## config.mk

```make
export PLATFORM = sky130hd
export DESIGN_NAME = i2cSlaveStatus
export DESIGN_NICKNAME = d
export VERILOG_FILES = /design/src/rtl/i2cStatusPkg.sv /design/src/rtl/i2cStatusCtrl.sv /design/src/rtl/i2cStatusData.sv /design/src/rtl/i2cSlaveStatus.sv
export SDC_FILE = /design/constraint.sdc
export NUM_CORES = 1
export LEC_CHECK = 0
export CORE_ASPECT_RATIO = 1.5
export CORE_MARGIN = 3
export CORE_UTILIZATION = 40
export CTS_BUF_LIST = sky130_fd_sc_hd__clkbuf_8
export CTS_CLUSTER_DIAMETER = 40
export DETAILED_ROUTE_END_ITERATION = 10
export GPL_TIMING_DRIVEN = 0
export PLACE_DENSITY = 0.69
export SYNTH_ARGS = -nofsm -noshare
export SYNTH_HDL_FRONTEND = slang
export SYNTH_SLANG_ARGS = --single-unit
```

## constraint.sdc

```tcl
create_clock -name clk -period 2.08 [get_ports clk]
set_input_delay 0.52 -clock clk [delete_from_list [all_inputs] [get_ports clk]]
set_output_delay 0.52 -clock clk [all_outputs]
set_load 0.02 [all_outputs]
```

## src/rtl/i2cStatusPkg.sv

```systemverilog
package i2cStatusPkg;

  typedef enum logic [2:0] {
    EV_START    = 3'd0,
    EV_STOP     = 3'd1,
    EV_TXEND    = 3'd2,
    EV_RXEND    = 3'd3,
    EV_ACKSENT  = 3'd4,
    EV_ACKRECV  = 3'd5,
    EV_NAKRECV  = 3'd6,
    EV_RESERVED = 3'd7
  } evCodeT;

  localparam int NUM_EVENTS = 7;

  // Strobes from control to datapath
  typedef struct packed {
    logic       push;
    logic       pop;
    logic       stUpd;
    logic [2:0] stCode;
    logic       setCmpl;
    logic       clrCmpl;
    logic       setErr;
    logic       clrErr;
    logic       cfgLoad;
  } strobeT;

endpackage

```

## src/rtl/i2cStatusCtrl.sv

```systemverilog
module i2cStatusCtrl
  import i2cStatusPkg::*;
#(
  parameter int DEPTH = 2,
  parameter int CNT_W = $clog2(DEPTH + 1)
) (
  input  logic [NUM_EVENTS-1:0] evVec,
  input  logic                  opDone,
  input  logic                  trigTx,
  input  logic                  trigRx,
  input  logic                  rdPop,
  input  logic                  cfgWr,
  input  logic                  flagWr,
  input  logic                  flagWrCmpl,
  input  logic                  flagWrErr,
  input  logic [CNT_W-1:0]      rxCount,
  output strobeT                strobe,
  output logic                  txGo,
  output logic                  rxGo
);

  localparam logic [CNT_W-1:0] FULL_LVL = CNT_W'(DEPTH);

  logic       bufFull;
  logic       bufBlocked;
  logic       overrun;
  logic [2:0] winCode;

  // Largest set code wins: later iterations override earlier ones
  always_comb begin
    winCode = 3'd0;
    for (int i = 0; i < NUM_EVENTS; i++) begin
      if (evVec[i]) winCode = 3'(i);
    end
  end

  assign bufFull    = (rxCount == FULL_LVL);
  assign bufBlocked = bufFull & ~rdPop;
  assign overrun    = (trigTx | trigRx) & bufBlocked;

  assign txGo = trigTx & ~bufBlocked;
  assign rxGo = trigRx & ~bufBlocked;

  always_comb begin
    strobe         = '0;
    strobe.push    = evVec[EV_RXEND] & ~bufBlocked;
    strobe.pop     = rdPop & (rxCount != '0);
    strobe.stUpd   = |evVec;
    strobe.stCode  = winCode;
    strobe.setCmpl = opDone;
    strobe.clrCmpl = flagWr & flagWrCmpl;
    strobe.setErr  = overrun;
    strobe.clrErr  = flagWr & flagWrErr;
    strobe.cfgLoad = cfgWr;
  end

endmodule

```

## src/rtl/i2cStatusData.sv

```systemverilog
module i2cStatusData
  import i2cStatusPkg::*;
#(
  parameter int DATA_W = 8,
  parameter int DEPTH  = 2,
  parameter int CNT_W  = $clog2(DEPTH + 1)
) (
  input  logic              clk,
  input  logic              rstN,
  input  strobeT            strobe,
  input  logic [DATA_W-1:0] rxByte,
  input  logic              cfgCmplEn,
  input  logic              cfgErrEn,
  output logic [DATA_W-1:0] rdData,
  output logic [CNT_W-1:0]  rxCount,
  output logic [2:0]        status,
  output logic              cmplFlag,
  output logic              errFlag,
  output logic              cmplEn,
  output logic              errEn
);

  localparam int PTR_W = (DEPTH > 1) ? $clog2(DEPTH) : 1;
  localparam logic [PTR_W-1:0] LAST_PTR = PTR_W'(DEPTH - 1);

  logic [DATA_W-1:0] slot [DEPTH];
  logic [PTR_W-1:0]  wrPtr;
  logic [PTR_W-1:0]  rdPtr;
  logic [DATA_W-1:0] lastRd;

  function automatic logic [PTR_W-1:0] nextPtr(input logic [PTR_W-1:0] p);
    return (p == LAST_PTR) ? '0 : p + 1'b1;
  endfunction

  for (genvar g = 0; g < DEPTH; g++) begin : gSlot
    always_ff @(posedge clk or negedge rstN) begin
      if (!rstN) slot[g] <= '0;
      else if (strobe.push && wrPtr == PTR_W'(g)) slot[g] <= rxByte;
    end
  end

  always_ff @(posedge clk or negedge rstN) begin
    if (!rstN) begin
      wrPtr   <= '0;
      rdPtr   <= '0;
      rxCount <= '0;
      lastRd  <= '0;
    end else begin
      if (strobe.push) wrPtr <= nextPtr(wrPtr);
      if (strobe.pop) begin
        rdPtr  <= nextPtr(rdPtr);
        lastRd <= slot[rdPtr];
      end
      case ({strobe.push, strobe.pop})
        2'b10:   rxCount <= rxCount + 1'b1;
        2'b01:   rxCount <= rxCount - 1'b1;
        default: rxCount <= rxCount;
      endcase
    end
  end

  assign rdData = (rxCount != '0) ? slot[rdPtr] : lastRd;

  always_ff @(posedge clk or negedge rstN) begin
    if (!rstN) begin
      status   <= EV_START;
      cmplFlag <= 1'b0;
      errFlag  <= 1'b0;
      cmplEn   <= 1'b0;
      errEn    <= 1'b0;
    end else begin
      if (strobe.stUpd) status <= strobe.stCode;
      if (strobe.setCmpl)      cmplFlag <= 1'b1;
      else if (strobe.clrCmpl) cmplFlag <= 1'b0;
      if (strobe.setErr)       errFlag <= 1'b1;
      else if (strobe.clrErr)  errFlag <= 1'b0;
      if (strobe.cfgLoad) begin
        cmplEn <= cfgCmplEn;
        errEn  <= cfgErrEn;
      end
    end
  end

endmodule

```

## src/rtl/i2cSlaveStatus.sv

```systemverilog
module i2cSlaveStatus
  import i2cStatusPkg::*;
#(
  parameter int DATA_W = 8,
  parameter int DEPTH  = 2,
  parameter int CNT_W  = $clog2(DEPTH + 1)
) (
  input  logic              clk,
  input  logic              rstN,
  input  logic              evStart,
  input  logic              evStop,
  input  logic              evTxDone,
  input  logic              evRxDone,
  input  logic              evAckSent,
  input  logic              evAckRecv,
  input  logic              evNakRecv,
  input  logic [DATA_W-1:0] rxByte,
  input  logic              opDone,
  input  logic              trigTx,
  input  logic              trigRx,
  input  logic              rdPop,
  input  logic              cfgWr,
  input  logic              cfgCmplEn,
  input  logic              cfgErrEn,
  input  logic              flagWr,
  input  logic              flagWrCmpl,
  input  logic              flagWrErr,
  output logic              txGo,
  output logic              rxGo,
  output logic [DATA_W-1:0] rdData,
  output logic [CNT_W-1:0]  rxCount,
  output logic [2:0]        status,
  output logic              cmplFlag,
  output logic              errFlag,
  output logic              irq,
  output logic              dmaReq
);

  strobeT                strobe;
  logic [NUM_EVENTS-1:0] evVec;
  logic                  cmplEn;
  logic                  errEn;

  // Bit index equals the event's status code
  assign evVec = {evNakRecv, evAckRecv, evAckSent, evRxDone,
                  evTxDone, evStop, evStart};

  i2cStatusCtrl #(.DEPTH(DEPTH), .CNT_W(CNT_W)) uCtrl (
    .evVec      (evVec),
    .opDone     (opDone),
    .trigTx     (trigTx),
    .trigRx     (trigRx),
    .rdPop      (rdPop),
    .cfgWr      (cfgWr),
    .flagWr     (flagWr),
    .flagWrCmpl (flagWrCmpl),
    .flagWrErr  (flagWrErr),
    .rxCount    (rxCount),
    .strobe     (strobe),
    .txGo       (txGo),
    .rxGo       (rxGo)
  );

  i2cStatusData #(.DATA_W(DATA_W), .DEPTH(DEPTH), .CNT_W(CNT_W)) uData (
    .clk       (clk),
    .rstN      (rstN),
    .strobe    (strobe),
    .rxByte    (rxByte),
    .cfgCmplEn (cfgCmplEn),
    .cfgErrEn  (cfgErrEn),
    .rdData    (rdData),
    .rxCount   (rxCount),
    .status    (status),
    .cmplFlag  (cmplFlag),
    .errFlag   (errFlag),
    .cmplEn    (cmplEn),
    .errEn     (errEn)
  );

  assign irq    = (cmplFlag & cmplEn) | (errFlag & errEn);
  assign dmaReq = 1'b0;

endmodule

```

==> impl_metrics.toml <==
[critical_path]
path_class = "reg -> out"
crit_fanout = 10
cp_slowest_cell = "dfrtp_2"
timing.rr.end = "uData.rxCount[1]"
worstPathCellList = "or2_4, buf_4, a21oi_1, buf_4"
crit_top_cell = "buf_4"
setup.worst_path.end_class = "primary output"
critical_path.max_stage_delay_ns = 0.41
worstSetupStartpointType = "flip-flop"
r2r_start = "uData.rxCount[0]"
crit_family = "flip-flops"
worstRegToRegCells = 7
required_ns = 1.56
cp.buffers_inverters = 2
cp_data_arrival_time_ns = 1.51
ff2ff_setup_slack_ns = 0.20

[power_and_ir_drop]
p_per_area_nw_per_um2 = 1500
ir_worst_vdd_v = 0.000843
switching_share = 0.388
power.switching_mw = 1.26
comb_power_share = 0.490
power.leakage_nw = 0.957
p_int_mw = 1.98
clockPowerShare = 0.144
seqPwrFrac = 0.366

[clock_tree]
root_buffer = "clkbuf_8"
clk_pin_slew_ns = 0.07
clock-sinks = 35
htree_levels = 2
ctsLongestPathBuffers = 2
worstSkewPairLatency_ns = 0.29
cts_made_buffers = 5
cts_tree = "built"

[synth]
seq_area_frac_synth = 0.555
synth_largest_area_cell = "dfrtp_1"
syn_area_sq_um = 1580
synth_edf_count = 0
yosys_warnings = 0
syn_inst = 135
synth-compound-area-share = 0.0920
netlist_top_cells_count = "dfrtp_1, mux2_2, nand2_1"
async_reset_ff_frac = 1.00
synth.avg_cell_area_sq_um = 11.7
synth.distinct_cells = 30
yosys.area_share.simple = 0.112
synth_fp_nets = 163
synth_top_area_frac = 0.555
ys_top_cells_by_area = "dfrtp_1, mux2_2, mux2i_1"
synth_top_family_by_area = "multiplexers"
ys.flop_type = "dfrtp_1"
synthMostInstantiatedCell = "dfrtp_1"
synth-adder-area-share = 0.00793
synthXorXnorAreaFrac = 0.0278
yosys_register_bits = 35
synthMuxAreaShare = 0.179

[sta]
hold_violations = 0
slew_viol_final = 0
rsz0062_at_grt = "false"
setup_viol = 0
fmax_ghz = 0.493
relSlewSlack = 0.486
fin_crit_ns = 2.03
worst_pin_slew_ns = 0.770
clock_skew_ns = 0.00721
finalCritPeriodShare = 0.974
fin_hold_ws_ns = 0.305
totalNegativeSetupSlack_ns = 0

[die]
die-width_um = 57.3
pin_count = 46
core_area_sq_um = 3750
design.die.area_sq_um = 4750
num_rows = 27
die_y_um = 82.9
initial_core_util = 0.421

[global_route]
grt_max_degree = 36
grt_overflow = 0
first_global_vias = 1256
antenna_found_initial = 0
grt_pass1_wl_um = 5660
grt_use_total = 0.155

[drt]
viasPerCell = 5.19
antenna_left = 0
wl_met3_um = 186
top_layer_used = "met4"
wl_met2_um = 1870
wirelength_um = 3440
first_pass_iters = 4
drtIter0Drc = 40
vias = 1200
wl_per_cell_um = 14.9
drcViolationCount = 0
drt-met1-wl_um = 1340

[placement]
dp.cells = 222
place.gp.congestion = 0.703
portBuffers = 44
dp_hpwl_um = 2540

[run]
drv_cap = 0

[layout]
syn2layout_area_growth_pct = 36.6
finish.cell_count_without_fillers = 231
post-route-util = 0.575
final_nets = 215
drive_gt1_frac = 0.282
diodes = 0

[outcome]
status = "completed"

[hold_path]
hold_class = "in -> async"
-- cell type report --
type | count | area (sq um)
Buffer | 3 | 20.0
Clock buffer | 5 | 68.8
Sequential cell | 35 | 878
Tap cell | 43 | 53.8
Fill cell | 342 | 1590
Inverter | 3 | 11.3
Clock inverter | 3 | 15.0
Timing Repair Buffer | 47 | 419
Multi-Input combinational cell | 92 | 689
-- logic make-up after synthesis --
family          after synthesis
simple gates                 34
mux                          26
compound gates               25
xor+xnor                      5
buf+inv                       8
flops                        35
other cells                   1
fa+ha+maj                     1
-- worst max path at each step --
stage / from / endpoint / cells after the start
after CTS: uData.rdPtr / rdData[3] / 3
final: uData.rxCount[0] / rdData[0] / 4
after global placement: rdPop / rxGo / 4
after detailed placement: rdPop / rxGo / 4
after floorplan: uData.rxCount[0] / rdData[0] / 4
after global routing: uData.rxCount[0] / rdData[4] / 4
-- layer usage --
layer | track usage | vias to the layer above
li1 | - | 563
met1 | 0.169 | 603
met2 | 0.275 | 29
met3 | 0.0451 | 5
met4 | 0.0570 | 0
met5 | 0 | -
-- sequential cells by signal (all words and copies together) (netlist names) --
name / cells
uData.cmplFlag: 1
uData.cmplEn: 1
uData.errEn: 1
uData.status: 3
uData.slot: 16
uData.wrPtr: 1
uData.rxCount: 2
uData.rdPtr: 1
uData.errFlag: 1
uData.lastRd: 8
-- stage by stage --
stage          area [sq um]  setup slack, ns  power [mW]
2_1_floorplan          1580           0.0560        2.14
4_1_cts                2150         0.000652        3.24
3_3_place_gp           2070           -0.505        2.75
6_report               2160           0.0533        3.23
5_1_grt                2160          0.00339        3.46
3_5_place_dp           2070           -0.519        2.80
-- power groups by stage --
stage / Clock [mW] / Combinational [mW] / Sequential, mW
after floorplan: 0 / 0.974 / 1.17
after detailed placement: 0 / 1.63 / 1.17
after global routing: 0.516 / 1.71 / 1.23
after global placement: 0 / 1.60 / 1.15
after CTS: 0.485 / 1.57 / 1.18
final: 0.467 / 1.58 / 1.18
-- cell usage in the layout, fill, tap and decap left out, types with 4 or more instances in the layout --
cell,netlist,routed
a21oi_1,8,5
xnor2_1,4,4
clkbuf_8,0,5
mux2_2,18,18
clkdlybuf4s50_1,0,32
nor2_1,11,11
nand2_1,14,14
buf_4,1,10
dfrtp_1,35,33
mux2i_1,8,8
buf_2,2,7
o21ai_0,9,9
-- worst register-to-register path, cell delays in order (launching register included) --
cell,delay [ns]
dfrtp_2,0.41
buf_4,0.17
o21ai_4,0.26
buf_2,0.28
inv_1,0.07
ha_1,0.32
nor2_1,0.13
xor2_1,0.16
-- timing repair --
item / 4_1_cts / 5_1_grt
resized for setup: 49 / 6
setup buffers: 3 / 0
hold buffers: 0 / 0
hold endpoints to repair: 0 / 0
pin swaps: 1 / 0
setup endpoints to repair: 11 / 11
(Power assumes the default switching activity.)
